--- config.mk ---
export PLATFORM = sky130hd
export DESIGN_NAME = tap_keeper
export DESIGN_NICKNAME = d
export VERILOG_FILES = /design/src/rtl/tap_pkg.sv /design/src/rtl/tap_addr_dec.sv /design/src/rtl/tap_boot_seq.sv /design/src/rtl/tap_store.sv /design/src/rtl/tap_keeper.sv
export SDC_FILE = /design/constraint.sdc
export NUM_CORES = 1
export LEC_CHECK = 0
export BUFFER_PORTS_ARGS = -buffer_cell sky130_fd_sc_hd__buf_2
export CAP_MARGIN = 20
export CORE_AREA = 2 2 44 77
export CTS_BUF_LIST = sky130_fd_sc_hd__clkbuf_8
export DETAILED_ROUTE_END_ITERATION = 8
export DIE_AREA = 0 0 46 79
export HOLD_SLACK_MARGIN = 0.1
export PLACE_DENSITY = 0.74
export SYNTH_ARGS = -nofsm -noshare
export SYNTH_HDL_FRONTEND = slang
export SYNTH_SLANG_ARGS = --single-unit
--- constraint.sdc ---
create_clock -name clk -period 1.8 [get_ports clk]
set_clock_uncertainty 0.2 [all_clocks]
set_input_delay 0.36 -clock clk [delete_from_list [all_inputs] [get_ports clk]]
set_output_delay 0.36 -clock clk [all_outputs]
set_load 0.02 [all_outputs]
--- src/rtl/tap_pkg.sv ---
package tap_pkg;
  typedef enum logic [1:0] {
    BOOT_IDLE  = 2'd0,
    BOOT_FETCH = 2'd1,
    BOOT_RUN   = 2'd2
  } boot_st_t;

  typedef struct packed {
    logic top;  // live tap / saved value
    logic ctl;  // volatile-only flag byte
    logic rsv;  // reserved window
    logic gp;   // general memory below the window
  } addr_cls_t;
endpackage

--- src/rtl/tap_addr_dec.sv ---
module tap_addr_dec
  import tap_pkg::*;
#(
  parameter int AW      = 11,
  parameter int RSV_CNT = 2
) (
  input  logic [AW-1:0] addr,
  output addr_cls_t     cls
);
  localparam logic [AW-1:0] A_TOP = {AW{1'b1}};
  localparam logic [AW-1:0] A_CTL = A_TOP - 1'b1;
  localparam logic [AW-1:0] A_LOW = A_CTL - AW'(RSV_CNT);

  assign cls.top = (addr == A_TOP);
  assign cls.ctl = (addr == A_CTL);
  assign cls.gp  = (addr < A_LOW);

  generate
    if (RSV_CNT == 0) begin : g_no_rsv
      assign cls.rsv = 1'b0;
    end else begin : g_rsv
      assign cls.rsv = (addr >= A_LOW) && (addr < A_CTL);
    end
  endgenerate
endmodule

--- src/rtl/tap_boot_seq.sv ---
module tap_boot_seq
  import tap_pkg::*;
(
  input  logic clk,
  input  logic rst,
  input  logic pwr_ok,
  input  logic rcl_ack,
  output logic rcl_req,
  output logic ready,
  output logic boot_load
);
  boot_st_t st;

  always_ff @(posedge clk) begin
    if (rst) begin
      st <= BOOT_IDLE;
    end else begin
      unique case (st)
        BOOT_IDLE:  if (pwr_ok)  st <= BOOT_FETCH;
        BOOT_FETCH: if (rcl_ack) st <= BOOT_RUN;
        default:    st <= BOOT_RUN;
      endcase
    end
  end

  assign rcl_req   = (st == BOOT_FETCH);
  assign ready     = (st == BOOT_RUN);
  assign boot_load = (st == BOOT_FETCH) && rcl_ack;
endmodule

--- src/rtl/tap_store.sv ---
module tap_store #(
  parameter int TW  = 7,
  parameter int MID = 64
) (
  input  logic          clk,
  input  logic          rst,
  input  logic          boot_load,
  input  logic [TW-1:0] boot_val,
  input  logic          live_load,
  input  logic [TW-1:0] live_val,
  input  logic          copy_we,
  input  logic [TW-1:0] copy_val,
  input  logic          flag_we,
  input  logic          flag_d,
  output logic [TW-1:0] tap,
  output logic [TW-1:0] stored,
  output logic          flag
);
  always_ff @(posedge clk) begin
    if (rst) begin
      tap    <= TW'(MID);
      stored <= TW'(MID);
      flag   <= 1'b0;
    end else begin
      if (boot_load) begin
        tap    <= boot_val;
        stored <= boot_val;
      end else begin
        if (live_load) tap <= live_val;
        if (copy_we)   stored <= copy_val;
      end
      if (flag_we) flag <= flag_d;
    end
  end
endmodule

--- src/rtl/tap_keeper.sv ---
module tap_keeper
  import tap_pkg::*;
#(
  parameter int AW      = 11,
  parameter int DW      = 8,
  parameter int TW      = 7,
  parameter int MID     = 64,
  parameter int RSV_CNT = 2
) (
  input  logic          clk,
  input  logic          rst,
  input  logic          pwr_ok,
  output logic          rcl_req,
  input  logic          rcl_ack,
  input  logic [DW-1:0] rcl_data,
  input  logic [AW-1:0] bus_addr,
  input  logic          bit_last_stb,
  input  logic          wr_stb,
  input  logic [DW-1:0] wr_data,
  input  logic          rd_req,
  output logic          rd_vld,
  output logic [DW-1:0] rd_data,
  output logic          nv_req,
  output logic          ready,
  output logic [TW-1:0] tap_code
);
  localparam int PADW = DW - TW;

  addr_cls_t     cls;
  logic          boot_load;
  logic [TW-1:0] stored;
  logic          flag;
  logic          live_load, copy_we, flag_we, commit;
  logic [DW-1:0] rd_next;
  logic          rcl_msb_unused;

  assign rcl_msb_unused = rcl_data[DW-1];

  tap_addr_dec #(.AW(AW), .RSV_CNT(RSV_CNT)) dec_i (
    .addr (bus_addr),
    .cls  (cls)
  );

  tap_boot_seq boot_i (
    .clk       (clk),
    .rst       (rst),
    .pwr_ok    (pwr_ok),
    .rcl_ack   (rcl_ack),
    .rcl_req   (rcl_req),
    .ready     (ready),
    .boot_load (boot_load)
  );

  // live code moves on the last-bit strobe, the rest on byte accept
  assign live_load = ready && bit_last_stb && cls.top;
  assign copy_we   = ready && wr_stb && cls.top && !flag;
  assign flag_we   = ready && wr_stb && cls.ctl && (wr_data[DW-2:0] == '0);
  assign commit    = ready && wr_stb && (cls.gp || (cls.top && !flag));

  tap_store #(.TW(TW), .MID(MID)) store_i (
    .clk       (clk),
    .rst       (rst),
    .boot_load (boot_load),
    .boot_val  (rcl_data[TW-1:0]),
    .live_load (live_load),
    .live_val  (wr_data[TW-1:0]),
    .copy_we   (copy_we),
    .copy_val  (wr_data[TW-1:0]),
    .flag_we   (flag_we),
    .flag_d    (wr_data[DW-1]),
    .tap       (tap_code),
    .stored    (stored),
    .flag      (flag)
  );

  always_comb begin
    rd_next = '0;
    if (cls.top)      rd_next = {{PADW{1'b0}}, (flag ? tap_code : stored)};
    else if (cls.ctl) rd_next = {flag, {(DW-1){1'b0}}};
  end

  always_ff @(posedge clk) begin
    if (rst) begin
      rd_vld  <= 1'b0;
      rd_data <= '0;
      nv_req  <= 1'b0;
    end else begin
      rd_vld <= ready && rd_req;
      if (ready && rd_req) rd_data <= rd_next;
      nv_req <= commit;
    end
  end
endmodule

==> impl_metrics.env <==
export IMPL_drt_antenna_violating_nets=0
export IMPL_grt_use_total_pct=18.11
export IMPL_dp_cells=218
export IMPL_share_of_synthesized_area_occupied_by_flip_flops_and_latches_pct=42.35
export IMPL_synth_seq_cells=27
export IMPL_setup_slack_ns=0.1126
export IMPL_post_dp_cell_area_um2=1632
export IMPL_routed_via_count=1168
export IMPL_most_common_layout_cells="51 x buf_2, 27 x dfxtp_1, 21 x mux2i_1, 13 x nor2_1, 13 x nand2b_1"
export IMPL_critical_path_arrival_ns=1.13
export IMPL_drive_gt1_share_pct=41.97
export IMPL_critical_path_max_stage_delay_ns=0.32
export IMPL_grt_pass1_vias=1216
export IMPL_path_class="reg2out"
export IMPL_num_rows=27
export IMPL_grt_overflow_total=0
export IMPL_i_o_pins=53
export IMPL_sw_pwr_mw=0.2893
export IMPL_finalWirelength_mm=3.000
export IMPL_clockBufferDepth=2
export IMPL_num_fill_cells=286
export IMPL_route_detailed_wl_per_inst_um=13.51
export IMPL_p_clk_share_pct=30.4
export IMPL_finalMaxSlewViolations=0
export IMPL_cts_made_buffers=3
export IMPL_stdcell_count=222
export IMPL_power_report_internal_total_mw=0.8595
export IMPL_largest_net_degree_at_the_start_of_global_routing=35
export IMPL_cts_tree="done"
export IMPL_num_antenna_cells=0
export IMPL_pre_cts_ws_ns=-0.1614
export IMPL_final_design_area_no_fill_um2=1689
export IMPL_static_leakage_power_nw=0.8477
export IMPL_final_setup_viol_count=0
export IMPL_dr_pass1_iters=4
export IMPL_grt_setup_unrepaired="false"
export IMPL_nets=228
export IMPL_netlist_cell_types=28
export IMPL_dominant_synthesized_flop_cell="dfxtp_1"
export IMPL_clk_transition_reported_paths_ns=0.09
export IMPL_dieHeight_um=79
export IMPL_synthesis_area_um2=1276
export IMPL_dp_hpwl_mm=2.389
export IMPL_cts_max_level=1
export IMPL_average_size_of_a_mapped_cell_um2=9.596
export IMPL_floorplan_die_area_um2=3634
export IMPL_postSynthCellCount=133
export IMPL_vias_per_cell=5.261
export IMPL_drt_iter0_markers=26
export IMPL_mostFrequentLayoutCell="buf_2"
export IMPL_min_delay_path_class="in2reg"
export IMPL_final_core_utilization_pct=55.56
export IMPL_io_buffers=51
export IMPL_p_seq_share_pct=54.3
export IMPL_powerDensity_nw_per_um2=680.1
export IMPL_synth_warning_count=0
export IMPL_timing_final_crit_share_pct=93.74
export IMPL_syn_nets=167
export IMPL_critical_path_slowest_cell="dfxtp_1"
export IMPL_fmaxAchievable_mhz=592.6
export IMPL_post_route_setup_tns_ns=0
export IMPL_clk_insertion_delay_late_ns=0.27
export IMPL_critical_path_startpoint_type="flop"
export IMPL_power_share_switching_pct=25.18
export IMPL_worst_setup_path_end_kind="primary output"
export IMPL_synth_edff_count=0
export IMPL_drcViolationCount=0
export IMPL_irDropWorstVdd_mv=0.3483
export IMPL_fp_dieW_um=46
export IMPL_floorplan_core_area_um2=3040
export IMPL_status="completed"
export IMPL_grt_pass1_wl_mm=4.981
export IMPL_number_of_antenna_violations_at_the_first_check_in_global_routing=0
export IMPL_crit_required_ns=1.24
export IMPL_floorplan_initialDensity_pct=41.98
export IMPL_synthToLayoutAreaGrowth_pct=32.35
export IMPL_synthArstFlopShare_pct=0
export IMPL_total_power_mw=1.149
export IMPL_slew_headroom_pct=66.89
export IMPL_worst_slew_pin_transition_ns=0.4966
export IMPL_report_final_hold_viol_count=0
export IMPL_routabilityCongestion=0.8604
export IMPL_p_comb_share_pct=15.3
export IMPL_cts_num_sinks=27
export IMPL_hold_worst_slack_ns=0.1580
export IMPL_root_buffer="clkbuf_8"
export IMPL_max_cap_viol_count=0
export IMPL_path_cells="buf_4 > nor2b_2 > buf_2"
export IMPL_cp_max_fo=6
export IMPL_period_minus_slack_ns=1.687
==> synth_stat cells (all sizes together) (2+ instances only) <==
library cell / n / area [um2]
nor2: 13 / 48.80
nand2: 5 / 18.77
inv: 3 / 11.26
mux2i: 21 / 210.2
nor4: 3 / 18.77
or3: 2 / 12.51
buf: 2 / 15.01
nor3: 2 / 10.01
mux2: 7 / 78.83
a31oi: 2 / 18.77
nand4: 3 / 18.77
nor2b: 2 / 12.51
a211oi: 2 / 15.01
clkbuf: 3 / 11.26
or2: 6 / 37.54
a21oi: 4 / 23.77
a22oi: 7 / 52.55
dfxtp: 27 / 540.5
nand2b: 13 / 81.33
==> cells by family (layout without fill, tap and decap cells) <==
kind of cell	Yosys count	after routing	share of synthesized area (%)
muxes	28	28	22.65
and+or+nand+nor	54	54	23.04
AOI/OAI and AO/OA	16	16	9.019
DFF	27	27	42.35
buffers and inverters	8	68	2.941
==> final timing paths <==
| kind | slack [ns] | cells past startpoint | startpoint | end |
|---|---|---|---|---|
| hold reg to reg | 0.26 | 2 | rd_data[7]$_SDFFE_PP0P_ | rd_data[7]$_SDFFE_PP0P_ |
| hold / removal | 0.16 | 3 | rcl_ack | boot_i.st[1]$_SDFFE_PP0P_ |
| setup reg to reg | 0.15 | 6 | boot_i.st[1]$_SDFFE_PP0P_ | store_i.tap[0]$_SDFFE_PP0P_ |
| setup / recovery | 0.11 | 3 | boot_i.st[0]$_SDFFE_PP0P_ | ready |
==> state kept, by name (all words and copies together) (netlist names) <==
register / count
boot_i.st: 2
nv_req: 1
rd_data: 8
rd_vld: 1
store_i.flag: 1
store_i.stored: 7
store_i.tap: 7
==> metal layers <==
metal / GRT usage (%) / routed length, um
met5: 0 / 0
met4: 9.143 / 57
met3: 1.364 / 98
met2: 32.78 / 1683
met1: 19.43 / 1161
==> what timing repair did <==
item | 4_1_cts | 5_1_grt
buffers inserted | 0 | 0
endpoints found under the hold margin | 0 | 0
endpoints found under the setup margin | 0 | 7
hold buffers | 0 | 0
resized for setup | 0 | 1
==> power by group through the flow <==
| stage | Combinational (mW) | Clock [mW] | Sequential (mW) |
|---|---|---|---|
| finish | 0.176 | 0.349 | 0.624 |
| global placement | 0.170 | 0 | 0.637 |
| detailed placement | 0.176 | 0 | 0.638 |
| CTS | 0.176 | 0.362 | 0.624 |
| global route | 0.192 | 0.381 | 0.627 |
| floorplan | 0.0884 | 0 | 0.646 |
==> final cells by class <==
cell class              count  area, um2  area share (%)
clock buffers               3      41.29           2.444
multi-input cells          98      709.4           42.00
well taps                  29      36.28           2.148
clock inverters             1      7.507          0.4444
repair buffers             61      342.8           20.30
flip-flops and latches     27      540.5           32.00
inverters                   3      11.26          0.6667
==> worst max-delay path, delay by kind of cell, from the launching register on <==
kind                   cells  cell delay (ns)
buffers and inverters      2             0.35
AND/OR/NAND/NOR            1             0.18
flip-flops                 1             0.32
(Power assumes the default switching activity.)
